`src/rtl/spi_hold_ctrl.sv`:
```
module spi_hold_ctrl #(
  parameter int CNT_W  = 4,
  parameter int DATA_W = 8
) (
  input  logic              clk,
  input  logic              rst_n,
  input  logic              cs_n,
  input  logic              sck,
  input  logic              hold_n,
  input  logic              si,
  output logic              hold_active,
  output logic              so_oe,
  output logic              logic_rst,
  output logic [CNT_W-1:0]  shift_cnt,
  output logic [DATA_W-1:0] shift_data
);

  logic sck_q, hold_q, locked_q, sel_q, rst_q;
  logic sck_rise, shift_en, drop_in_hold;

  assign sck_rise     = sck & ~sck_q;
  assign drop_in_hold = cs_n & hold_q;
  assign shift_en     = ~cs_n & ~hold_q & ~locked_q & sck_rise;

  always_ff @(posedge clk or negedge rst_n) begin
    if (!rst_n) begin
      sck_q    <= 1'b0;
      hold_q   <= 1'b0;
      locked_q <= 1'b0;
      sel_q    <= 1'b0;
      rst_q    <= 1'b0;
    end else begin
      sck_q <= sck;
      sel_q <= ~cs_n;
      rst_q <= drop_in_hold;
      if (drop_in_hold)
        locked_q <= 1'b1;
      else if (cs_n && hold_n)
        locked_q <= 1'b0;
      if (cs_n || locked_q)
        hold_q <= 1'b0;
      else if (!sck)
        hold_q <= ~hold_n;
    end
  end

  always_ff @(posedge clk or negedge rst_n) begin
    if (!rst_n) begin
      shift_cnt  <= '0;
      shift_data <= '0;
    end else if (cs_n) begin
      shift_cnt  <= '0;
      shift_data <= '0;
    end else if (shift_en) begin
      shift_cnt  <= shift_cnt + 1'b1;
      shift_data <= {shift_data[DATA_W-2:0], si};
    end
  end

  assign hold_active = hold_q;
  assign logic_rst   = rst_q;
  assign so_oe       = sel_q & ~hold_q & ~locked_q;

endmodule

```
`config.mk`:
```
export PLATFORM = sky130hd
export DESIGN_NAME = spi_hold_ctrl
export DESIGN_NICKNAME = d
export VERILOG_FILES = /design/src/rtl/spi_hold_ctrl.sv
export SDC_FILE = /design/constraint.sdc
export NUM_CORES = 1
export LEC_CHECK = 0
export BUFFER_PORTS_ARGS = -buffer_cell sky130_fd_sc_hd__clkbuf_2
export CAP_MARGIN = 20
export CORE_MARGIN = 4
export CORE_UTILIZATION = 45
export CTS_CLUSTER_DIAMETER = 60
export DETAILED_ROUTE_END_ITERATION = 8
export GPL_TIMING_DRIVEN = 0
export PLACE_DENSITY = 0.82
export SLEW_MARGIN = 15
export SYNTH_ARGS = -nofsm -noshare
export SYNTH_HDL_FRONTEND = slang
export SYNTH_SLANG_ARGS = --single-unit
export TNS_END_PERCENT = 10
```
`constraint.sdc`:
```
create_clock -name clk -period 3.4 [get_ports clk]
set_input_delay 0.68 -clock clk [delete_from_list [all_inputs] [get_ports clk]]
set_output_delay 0.68 -clock clk [all_outputs]
set_load 0.05 [all_outputs]
```
==> flow_summary.yaml <==
logic_synthesis:
  synth_top_area_share_pct: 61.5
  synth_cells: 67
  syn_avg_cell_area_um2: 10.3
  yosysWarningCount: 0
  synth.distinct_cells: 18
  ys_seq_elements: 17
  syn_area_um2: 692
  yosys.area.top_type: "dfrtp_1"
  yosysSeqAreaShare_pct: 61.5
  synth_nets: 74
  synth_area_leaders: "dfrtp_1 61%, nand2_1 10%, a21oi_1 8.7%"
global_route:
  grt_pass1_vias: 508
  grt_max_degree: 18
  grt-ovfl-total: 0
  antenna_found_initial: 0
  grt_pass1_wl_um: 2210
  grt_use_total_pct: 14.6
clock_tree:
  cts_hold_buf: 0
  cts_tree: "done"
  cts_resized: 0
  post_cts_buffers: 0
  cts.sinks: 17
  root_buffer: "clkbuf_4"
  clock_latency_ns: 0.29
  cts_buffers: 3
  clkSlewWorstSetupHoldPaths_ns: 0.09
  clock_path_buffers: 2
  ctsHtreeMaxLevel: 1
worst_setup_path:
  arrival_ns: 1.26
  ff2ff_setup_slack_ns: 1.73
  crit_type: "register to output pin"
  worstSetupEndpoint: "so_oe"
  reg2reg_to: "shift_cnt[2]$_DFFE_PN0P_"
  endpoint_kind: "output pin"
  crit_start: "hold_active$_DFFE_PN0P_"
  r2r_start: "hold_active$_DFFE_PN0P_"
  reg2regPathDepth: 4
  start_kind: "register"
  worst-path-max-fanout: 6
  required_ns: 2.72
worst_hold_path:
  hold_class: "input port to async pin"
floorplanning:
  core-area_um2: 1370
  io_pins: 21
  num_rows: 13
  dieArea_um2: 2230
  initial_core_util_pct: 50.6
  dieHeight_um: 47.2
  die_x_um: 47.2
timing:
  maxSlewHeadroom_pct: 42.5
  hold_viol: 0
  whs_ns: 0.299
  fin_crit_ns: 1.94
  slew_violations: 0
  worstMarginPinSlew_ns: 0.860
  setup_slack_ns: 1.46
  tns_ns: 0
  max_freq_ghz: 0.515
  finalClockSkew_ns: 0.00236
  final-setup-viol-count: 0
  post-route-period-util_pct: 57.2
  rsz0062_at_grt: "no"
routing:
  wl_um: 1330
  dr.pass1.iters: 4
  final_antenna_net_count: 0
  drc: 0
  viasPerCell: 5.13
  wire_per_inst_um: 12.5
  vias: 544
  drt_iter0_markers: 21
finish:
  antennaDiodeCount: 0
  layout.nets: 99
  drive_gt1_share_pct: 29.7
  area_growth_syn_to_layout_pct: 21.0
job:
  cap_violations: 0
pwr:
  power.density_nw_per_um2: 447
  cellLeakagePower_uw: 0.000414
  vdd_ir_drop_max_uv: 288
placed_design:
  place_ws_ns: 1.47
  place_hpwl_um: 974
  io_buffer_count: 20
  place.gp.congestion: 0.688
outcome:
  status: "completed"
-- cell usage after synthesis --
master,count
nor2_1,2
ha_1,1
o21ai_0,2
buf_6,1
a21o_1,1
nor3b_1,1
clkbuf_1,1
a21oi_1,12
or4b_4,1
xnor2_1,1
nor3_1,1
nand2_1,19
nor4b_2,1
nand3_1,1
dfrtp_1,17
or3_1,2
inv_1,2
and2_2,1
-- per-layer routing --
| metal | up-vias | wire length (um) | global-route usage [%] |
|---|---|---|---|
| met2 | 14 | 603 | 21.7 |
| met3 | 4 | 68 | 2.68 |
| met1 | 253 | 620 | 18.5 |
| li1 | 273 | - | - |
| met5 | - | 0 | 0 |
| met4 | 0 | 38 | 11.6 |
-- critical path, stage by stage, from the launching register on --
cell	delay, ns
dfrtp_1	0.46
nor3b_1	0.21
clkbuf_2	0.30
-- report_power, final --
part	internal (uW)	leakage (uW)	switching, uW
combinational	14.4	0.000169	36.6
clock	45.7	0.0000150	62.2
sequential	208	0.000230	7.00
total	268	0.000414	106
-- registers in the layout, summed over array words and instances (netlist names) --
name and count:
shift_cnt 4, locked_q 1, hold_active 1, logic_rst 1, shift_data 8, sel_q 1, sck_q 1
-- per-stage QoR --
stage	utilization, %	total power (uW)	instance area [um^2]	cells
6_report	61.3	374	837	106
5_1_grt	61.3	389	837	106
4_1_cts	61.3	377	837	106
3_5_place_dp	59.3	271	811	102
3_3_place_gp	59.3	270	811	102
2_1_floorplan	-	253	692	67
-- cell usage in the layout (no fill, tap or decap) --
master    count
dfrtp_1      17
clkbuf_2     20
ha_1          1
o21ai_0       2
nand2_1      19
buf_6         1
inv_1         2
nor3_1        1
a21oi_1      12
a21o_1        1
clkbuf_1      2
and2_2        1
or3_1         2
nor4b_2       1
nand3_1       1
nor2_1        2
xnor2_1       1
nor3b_1       1
or4b_4        1
clkbuf_4      3
-- worst min path at each step --
stage	startpoint	end	slack [ns]	depth (start not counted)
finish	rst_n	shift_cnt[2]$_DFFE_PN0P_	0.30	1
floorplan	rst_n	hold_active$_DFFE_PN0P_	0.38	0
global placement	shift_data[7]$_DFFE_PN0P_	shift_data[7]$_DFFE_PN0P_	0.51	2
global route	rst_n	shift_cnt[2]$_DFFE_PN0P_	0.33	1
CTS	rst_n	shift_cnt[2]$_DFFE_PN0P_	0.32	1
detailed placement	shift_data[7]$_DFFE_PN0P_	shift_data[7]$_DFFE_PN0P_	0.53	2
-- cell families (layout without fill, tap and decap cells) --
kind of cell	after synthesis	after routing	synth area share, %
xor gates and xnor gates	1	1	1.27
AOI/OAI and AO/OA	15	15	11.2
buffers and inverters	4	28	3.25
DFF	17	17	61.5
adders and majority gates	1	1	1.81
and+or+nand+nor	29	29	21.0
-- layout make-up --
class | instances | area [um^2]
buffer | 2 | 15.0
clock buffer | 4 | 26.3
fill | 123 | 529
inverter | 2 | 7.51
multi-input combinational | 46 | 244
sequential | 17 | 425
tap | 15 | 18.8
timing repair buffer | 20 | 100
No activity file was read; power rests on OpenSTA's default activity.
